--- src/rtl/tdp_pkg.sv ---
package tdp_pkg;
  // Which port wrote a location most recently
  typedef enum logic {
    LIVE_A = 1'b0,
    LIVE_B = 1'b1
  } live_e;

  localparam int unsigned NUM_BANKS = 4;
endpackage

--- src/rtl/tdp_rst_sync.sv ---
module tdp_rst_sync (
  input  logic clk,
  input  logic rst_n,
  output logic rst_n_sync
);
  logic [1:0] stage_q;
  logic [1:0] stage_d;

  always_comb begin
    stage_d = {stage_q[0], 1'b1};
  end

  always_ff @(posedge clk or negedge rst_n) begin
    if (!rst_n) stage_q <= 2'b00;
    else        stage_q <= stage_d;
  end

  assign rst_n_sync = stage_q[1];
endmodule

--- src/rtl/tdp_bank.sv ---
module tdp_bank #(
  parameter int unsigned DEPTH  = 16,
  parameter int unsigned DATA_W = 8,
  localparam int unsigned ADDR_W = $clog2(DEPTH)
) (
  input  logic              clk,
  input  logic              rst_n,
  input  logic              we,
  input  logic [ADDR_W-1:0] waddr,
  input  logic [DATA_W-1:0] wdata,
  input  logic              re,
  input  logic [ADDR_W-1:0] raddr,
  output logic [DATA_W-1:0] rdata
);
  logic [DATA_W-1:0] store [DEPTH];
  logic [DATA_W-1:0] rd_q;
  logic [DATA_W-1:0] rd_d;

  // Storage array: one write port, no reset
  always_ff @(posedge clk) begin
    if (we) store[waddr] <= wdata;
  end

  // Read register samples the array before this edge's write lands
  always_comb begin
    rd_d = rd_q;
    if (re) rd_d = store[raddr];
  end

  always_ff @(posedge clk or negedge rst_n) begin
    if (!rst_n) rd_q <= '0;
    else        rd_q <= rd_d;
  end

  assign rdata = rd_q;

  // an idle read port keeps its output
  p_idle_hold_r4: assert property (@(posedge clk) disable iff (!rst_n)
    !re |=> $stable(rdata));
endmodule

--- src/rtl/tdp_live_table.sv ---
module tdp_live_table
  import tdp_pkg::*;
#(
  parameter int unsigned DEPTH = 16,
  localparam int unsigned ADDR_W = $clog2(DEPTH)
) (
  input  logic              clk,
  input  logic              rst_n,
  input  logic              a_wr,
  input  logic [ADDR_W-1:0] a_addr,
  input  logic              a_rd,
  input  logic              b_wr,
  input  logic [ADDR_W-1:0] b_addr,
  input  logic              b_rd,
  output live_e             a_live,
  output live_e             b_live
);
  live_e live_q [DEPTH];
  live_e live_d [DEPTH];
  live_e a_sel_q, a_sel_d;
  live_e b_sel_q, b_sel_d;

  // Next state per entry; B is applied last so it wins a collision
  for (genvar g = 0; g < DEPTH; g++) begin : g_entry
    always_comb begin
      live_d[g] = live_q[g];
      if (a_wr && (a_addr == ADDR_W'(g))) live_d[g] = LIVE_A;
      if (b_wr && (b_addr == ADDR_W'(g))) live_d[g] = LIVE_B;
    end

    always_ff @(posedge clk or negedge rst_n) begin
      if (!rst_n) live_q[g] <= LIVE_A;
      else        live_q[g] <= live_d[g];
    end
  end

  // Selector captured with the same latency as the bank read
  always_comb begin
    a_sel_d = a_sel_q;
    b_sel_d = b_sel_q;
    if (a_rd) a_sel_d = live_q[a_addr];
    if (b_rd) b_sel_d = live_q[b_addr];
  end

  always_ff @(posedge clk or negedge rst_n) begin
    if (!rst_n) begin
      a_sel_q <= LIVE_A;
      b_sel_q <= LIVE_A;
    end else begin
      a_sel_q <= a_sel_d;
      b_sel_q <= b_sel_d;
    end
  end

  assign a_live = a_sel_q;
  assign b_live = b_sel_q;

  // collision leaves the entry marked for port B
  p_collide_b_r6: assert property (@(posedge clk) disable iff (!rst_n)
    (a_wr && b_wr && a_addr == b_addr) |=> live_q[$past(b_addr)] == LIVE_B);

  // a lone A write marks the entry for port A
  p_a_claims_r9: assert property (@(posedge clk) disable iff (!rst_n)
    (a_wr && !(b_wr && b_addr == a_addr)) |=> live_q[$past(a_addr)] == LIVE_A);

  // a B write marks the entry for port B
  p_b_claims_r2: assert property (@(posedge clk) disable iff (!rst_n)
    b_wr |=> live_q[$past(b_addr)] == LIVE_B);
endmodule

--- src/rtl/banked_tdp_ram.sv ---
module banked_tdp_ram
  import tdp_pkg::*;
#(
  parameter int unsigned DEPTH  = 16,
  parameter int unsigned DATA_W = 8,
  localparam int unsigned ADDR_W = $clog2(DEPTH)
) (
  input  logic              clk,
  input  logic              rst_n,
  input  logic              a_en,
  input  logic              a_we,
  input  logic [ADDR_W-1:0] a_addr,
  input  logic [DATA_W-1:0] a_wdata,
  output logic [DATA_W-1:0] a_rdata,
  input  logic              b_en,
  input  logic              b_we,
  input  logic [ADDR_W-1:0] b_addr,
  input  logic [DATA_W-1:0] b_wdata,
  output logic [DATA_W-1:0] b_rdata
);
  logic rst_ns;
  logic a_wr, b_wr;
  logic [DATA_W-1:0] bank_q [NUM_BANKS];
  live_e a_live, b_live;

  assign a_wr = a_en && a_we;
  assign b_wr = b_en && b_we;

  tdp_rst_sync u_rst_sync (
    .clk        (clk),
    .rst_n      (rst_n),
    .rst_n_sync (rst_ns)
  );

  // Banks 0,1 written by A, banks 2,3 by B; even banks read by A, odd by B
  for (genvar g = 0; g < NUM_BANKS; g++) begin : g_bank
    localparam bit WR_FROM_B = (g >= 2);
    localparam bit RD_TO_B   = (g % 2 == 1);

    tdp_bank #(
      .DEPTH  (DEPTH),
      .DATA_W (DATA_W)
    ) u_bank (
      .clk   (clk),
      .rst_n (rst_ns),
      .we    (WR_FROM_B ? b_wr    : a_wr),
      .waddr (WR_FROM_B ? b_addr  : a_addr),
      .wdata (WR_FROM_B ? b_wdata : a_wdata),
      .re    (RD_TO_B   ? b_en    : a_en),
      .raddr (RD_TO_B   ? b_addr  : a_addr),
      .rdata (bank_q[g])
    );
  end

  tdp_live_table #(
    .DEPTH (DEPTH)
  ) u_live (
    .clk    (clk),
    .rst_n  (rst_ns),
    .a_wr   (a_wr),
    .a_addr (a_addr),
    .a_rd   (a_en),
    .b_wr   (b_wr),
    .b_addr (b_addr),
    .b_rd   (b_en),
    .a_live (a_live),
    .b_live (b_live)
  );

  // Output selection from registered bank data and registered live bit
  always_comb begin
    a_rdata = (a_live == LIVE_B) ? bank_q[2] : bank_q[0];
    b_rdata = (b_live == LIVE_B) ? bank_q[3] : bank_q[1];
  end

  // Cycles since reset, so that the $past depth-2 checks start clean
  logic [1:0] age_q;
  always_ff @(posedge clk or negedge rst_ns) begin
    if (!rst_ns)            age_q <= '0;
    else if (age_q != 2'd3) age_q <= age_q + 2'd1;
  end

  // A write, then a B read of that address in the next cycle
  p_a_to_b_r3: assert property (@(posedge clk) disable iff (!rst_ns)
    (age_q == 2'd3 && b_en && $past(a_wr) && b_addr == $past(a_addr)
     && !$past(b_wr && b_addr == a_addr))
    |=> b_rdata == $past(a_wdata, 2));

  // B write, then an A read of that address in the next cycle
  p_b_to_a_r3: assert property (@(posedge clk) disable iff (!rst_ns)
    (age_q == 2'd3 && a_en && $past(b_wr) && a_addr == $past(b_addr))
    |=> a_rdata == $past(b_wdata, 2));

  // an idle port's output holds
  p_port_hold_r4: assert property (@(posedge clk) disable iff (!rst_ns)
    !a_en |=> $stable(a_rdata));
endmodule

--- config.mk ---
export PLATFORM = sky130hd
export DESIGN_NAME = banked_tdp_ram
export DESIGN_NICKNAME = d
export VERILOG_FILES = /design/src/rtl/tdp_pkg.sv /design/src/rtl/tdp_rst_sync.sv /design/src/rtl/tdp_bank.sv /design/src/rtl/tdp_live_table.sv /design/src/rtl/banked_tdp_ram.sv
export SDC_FILE = /design/constraint.sdc
export NUM_CORES = 1
export LEC_CHECK = 0
export ABC_AREA = 0
export ABC_CLOCK_PERIOD_IN_PS = 3100
export CELL_PAD_IN_SITES_DETAIL_PLACEMENT = 0
export CELL_PAD_IN_SITES_GLOBAL_PLACEMENT = 1
export CORE_MARGIN = 2
export CORE_UTILIZATION = 61
export CTS_CLUSTER_SIZE = 25
export DETAILED_ROUTE_END_ITERATION = 7
export PLACE_DENSITY = 0.94
export SYNTH_ARGS = -nofsm -noshare
export SYNTH_HDL_FRONTEND = slang
export SYNTH_HIERARCHICAL = 1
export SYNTH_SLANG_ARGS = --single-unit
--- constraint.sdc ---
create_clock -name clk -period 3.1 [get_ports clk]
set_input_delay 0.93 -clock clk [delete_from_list [all_inputs] [get_ports clk]]
set_output_delay 0.93 -clock clk [all_outputs]
set_load 0.01 [all_outputs]
# [Word-level counts from Yosys, hierarchy flattened]
# Memories as Yosys holds them, arrays and structs flattened. A register that Yosys moved wholly into a read port is not among the register bits.
# Index checks and enable logic that the tools add are counted.
[totals] reg_bits=20 ram_bits=512 inputBits=30 output_inout_bits=16 word_cells=157 n_memories=4
[op_classes] magnitude_cmp=2 eq_ne=30 n_mux=44 n_bitwise=2 n_reduce_logical=56
[mem_list] memory="g_bank[0].u_bank.store" words=16 word_bits=8 read_ports=1 rd_clocked_by_memory_dff=1 wr=1 line="tdp_bank.sv:15" source="logic [DATA_W-1:0] store [DEPTH];"
[mem_list] memory="g_bank[1].u_bank.store" words=16 word_bits=8 read_ports=1 rd_clocked_by_memory_dff=1 wr=1 line="tdp_bank.sv:15"
[mem_list] memory="g_bank[2].u_bank.store" words=16 word_bits=8 read_ports=1 rd_clocked_by_memory_dff=1 wr=1 line="tdp_bank.sv:15"
[mem_list] memory="g_bank[3].u_bank.store" words=16 word_bits=8 read_ports=1 rd_clocked_by_memory_dff=1 wr=1 line="tdp_bank.sv:15"
[op_table] op="== test 4 bit, second input constant" n=16
[op_table] op="2-to-1 mux 1 bit" n=40
[op_table] op="logical AND 1 bit" n=34
[op_table] op="== test 4 x 3 -> 1 bit, second input constant" n=8
[op_table] op="nonzero test 2 bit" n=16
[op_table] op="== test 4 x 2 -> 1 bit, second input constant" n=4
[op_table] op="2-to-1 mux 8 bit" n=2
[op_table] op=">= comparator 5 bit, second input constant" n=2
[op_table] op="NOT 4 -> 5 bit" n=2
[op_table] op="binary-select mux 1 bit (select 4 bit)" n=2
[op_table] op="== test 4 x 1 -> 1 bit, second input constant" n=2
[op_table] op="zero test 4 bit" n=2
[op_table] op="zero test 1 bit" n=4

# [Depth between registers and ports, before layout]
[logic_depth] ltp_word=4 mapped_depth=6

# [By module]
# Netlist, hierarchy kept.
[by_module_without_submodules] module="tdp_bank" instances=4 cells_each=240 area_per_inst_um2=5331.4 seq_area_each_um2=4043.9
[by_module_without_submodules] module="tdp_live_table" instances=1 cells_each=88 area_per_inst_um2=1006.0 seq_area_each_um2=450.4
[by_module_without_submodules] module="banked_tdp_ram" instances=1 cells_each=20 area_per_inst_um2=275.3 seq_area_each_um2=0.0
[by_module_without_submodules] module="tdp_rst_sync" instances=1 cells_each=3 area_per_inst_um2=53.8 seq_area_each_um2=50.0

# [Worst setup path before layout]
# Ideal clock, no wire load.
[synth_path] path_type="input port to flip-flop" startpoint="in a_en" endpoint="mem g_bank[0].u_bank.store[0][0] (enable)" setup_time_ns=0.383 arrival_ns=2.324 required_ns=2.717 path_slack_ns=0.393 stages=3 cell_sequence="and2_1 -> or3b_2 -> nor3_1"
[synth_between] elab_chain_len=3
[synth_rtl] item="start, declared" line="banked_tdp_ram.sv:10" source="input logic a_en,"
[synth_rtl] item="logical AND 1 bit" line="banked_tdp_ram.sv:26" source="assign a_wr = a_en && a_we;"
[synth_rtl] item="2-to-1 mux 1 bit" line="tdp_bank.sv:21" source="if (we) store[waddr] <= wdata;"
[synth_rtl] item="2-to-1 mux 1 bit (not written as such)" line="tdp_bank.sv:21"
[synth_rtl] item="end, declared" line="tdp_bank.sv:15"
# Every way passes these cells.

# [Worst setup path after layout]
[layout_path] startpoint="reg u_live.a_sel_q (netlist: u_live/a_live)" endpoint="out a_rdata[4]"
[layout_between] elab_chain_len=1
[layout_rtl] item="start, declared" line="tdp_live_table.sv:20" source="live_e a_sel_q, a_sel_d;"
[layout_rtl] item="start signal, assigned" line="tdp_live_table.sv:50" source="a_sel_q <= a_sel_d;"
[layout_rtl] item="2-to-1 mux 8 bit" line="banked_tdp_ram.sv:72" source="a_rdata = (a_live == LIVE_B) ? bank_q[2] : bank_q[0];"
[layout_rtl] item="end, declared" line="banked_tdp_ram.sv:14" source="output logic [DATA_W-1:0] a_rdata,"
# Every way passes these cells.

==> out/metrics.csv <==
metric,value,unit
Port Buffers,45,
DRC,0,
Worst EP arrival,2.08,ns
Routed WL,49200,µm
Worst-path clk slew,0.06,ns
row count,70,
mean area per synthesized cell,21.2,µm²
Slew Limit Headroom,49.7,%
final worst slack,0.0888,ns
DRT Pass-1 Iters,6,
number of flops mapped to enable cells by yosys,512,
first-pass GRT wire length,74500,µm
largest net degree at the start of global routing,37,
Ys Warns,6,
max cap viols,0,
postcts setup bufs,0,
endpoints failing setup,0,
"Seq/Total Area, Yosys",73.6,%
FMAX,332,MHz
fin. max-slew vios,0,
CTS tree,yes,
Mapped Area,22700,µm²
Die H,197,µm
Crit-path slowest cell,dfrtp_1,
leakage power,8.63,nW
Yosys top cell area share,67.8,%
Final Cell Area,25700,µm²
Wirelength per Cell,28.2,µm
ranking of synthesized cells by area,"edfxtp_1, mux4_2, dfrtp_1",
CP top delay family,flip-flops,
clock sinks,564,
area grow syn2layout,13.6,%
Worst Path Required,2.17,ns
status,completed,
VDD IR max,496,µV
Worst Setup Start Kind,flip-flop,
share of synthesized registers carrying an async set or reset,9.22,%
clk_skew,0.0212,ns
top-count cell post-synth,edfxtp_1,
leading area contributor after synthesis,edfxtp_1,
synth cell count leaders,"edfxtp_1, mux4_2, nor2_1",
Worst Setup Path Type,flip-flop to output pin,
Iter 0 DRT Violations,1337,
maximum single-stage delay on the critical path,0.67,ns
htree depth,2,
GPL Wtd Cong,0.866,
RSZ-0062 raised after global routing,no,
global-route usage over all layers,26.2,%
DIE AREA,38700,µm²
Routed Antenna Nets,0,
setup total negative slack,0,ns
initial core utilization,61.9,%
Cell variety after synth,31,
post-synthesis cell count,1071,
Least-Margin Pin Slew,0.755,ns
share of cells above drive strength 1,29.8,%
die width,197,µm
Worst R2R Path Depth,3,
Root Driver,clkbuf_16,
Core Box Area,36600,µm²
Inserted Clock Buffers,52,
CP cell instances,mux2_4 -> clkdlybuf4s50_1,
Pwr Density,629,nW/µm²
fin nets,1259,
CP Max Fanout,9,
CP bufs+invs,1,
worst-skew pair later-pin latency,0.57,ns
Total Power,0.0162,W
synthesis-stage register bit count,564,
Critical Path Stages,2,
initial antenna violation count,1,
via count,11536,
pre-CTS setup slack,0.0922,ns
Final Hold Viols,0,
DR vias/cell,6.63,
vias in the first global route,11775,
crit share post-route,97.1,%
total grt overflow,0,
worst hold path class,flip-flop to async pin,
Placed Instance Area,24100,µm²
Detailed Place HPWL,29800,µm
Setup crit end kind,output pin,
syn_nets,1101,
Max Buffers Root-to-Sink,3,
Util after Layout,70.3,%
num ports,46,
fin crit period,3.01,ns
Synth Flop Type,edfxtp_1,
-- where the power goes --
part           switching (W)  internal, W  total (W)
clock network        0.00266      0.00361    0.00627
registers           0.000149      0.00849    0.00864
logic               0.000677     0.000609    0.00129
total                0.00349       0.0127     0.0162
-- registers in the layout, summed over array words and instances, names as in the netlist --
register,flops
g_bank.u_bank/store,512
u_live/a_live,1
g_bank.u_bank/rdata,32
u_live/live_q,16
u_rst_sync/stage_q,2
u_live/b_live,1
-- through the flow --
stage,std cells,hold slack [ns]
global route,1740,0.375
floorplan,1071,0.331
detailed placement,1643,0.350
CTS,1740,0.351
global placement,1643,0.333
finish,1741,0.330
-- metal layers --
| layer | global-route usage (%) | wire length (µm) | vias up |
|---|---|---|---|
| met5 | 0 | 0 | - |
| met4 | 6.57 | 1150 | 0 |
| met3 | 3.47 | 3770 | 92 |
| met2 | 44.4 | 25300 | 640 |
| met1 | 36.9 | 19000 | 6007 |
| li1 | - | - | 4797 |
-- cells in the final DEF (no fill, tap or decap), types with 14 or more instances in the layout --
| cell type | synthesis | routed |
|---|---|---|
| clkdlybuf4s50_1 | 0 | 37 |
| nand2b_1 | 15 | 15 |
| mux4_2 | 107 | 107 |
| clkbuf_16 | 0 | 53 |
| dfrtp_1 | 52 | 50 |
| o21ai_0 | 32 | 32 |
| clkbuf_1 | 0 | 14 |
| nor2_1 | 81 | 81 |
| edfxtp_1 | 512 | 512 |
| mux2_4 | 17 | 17 |
| mux4_1 | 28 | 28 |
| nor3_1 | 16 | 16 |
| o22ai_1 | 29 | 29 |
| buf_4 | 4 | 119 |
| mux2i_1 | 32 | 32 |
| a221oi_2 | 32 | 32 |
-- timing repair --
action | 4_1_cts | 5_1_grt
endpoints found under the setup margin | 0 | 1
hold endpoints to repair | 0 | 0
hold buffers | 0 | 0
resized for setup | 0 | 1
-- cell families after synthesis --
group	after synthesis	share of synthesized area [%]
flip-flops	564	73.6
AND/OR/NAND/NOR	159	3.44
buffers and inverters	60	2.44
other	1	0.0165
AO/OA/AOI/OAI	100	3.94
multiplexers	187	16.6
-- final timing paths --
kind / start / to / slack, ns
setup / recovery: u_live/a_live$_DFFE_PN0P_ / a_rdata[4] / 0.09
hold reg to reg: u_rst_sync/stage_q[1]$_DFF_PN0_ / g_bank[1].u_bank/rdata[7]$_DFFE_PN0P_ / 0.33
hold / removal: u_rst_sync/stage_q[1]$_DFF_PN0_ / g_bank[1].u_bank/rdata[7]$_DFFE_PN0P_ / 0.33
min in group clk: u_rst_sync/stage_q[0]$_DFF_PN0_ / u_rst_sync/stage_q[1]$_DFF_PN0_ / 0.35
setup reg to reg: u_live/live_q[1]$_DFFE_PN0P_ / u_live/b_live$_DFFE_PN0P_ / 1.23
max in group asynchronous: u_rst_sync/stage_q[1]$_DFF_PN0_ / g_bank[0].u_bank/rdata[3]$_DFFE_PN0P_ / 1.99
-- cell type report --
class,count,area [µm²]
antenna,1,2.50
sequential,564,16700
timing repair buffer,164,1360
fill,2089,10900
multi-input combinational,447,5430
clock inverter,28,267
tap,468,586
clock buffer,69,1410
No activity file was read; power rests on OpenSTA's default activity.
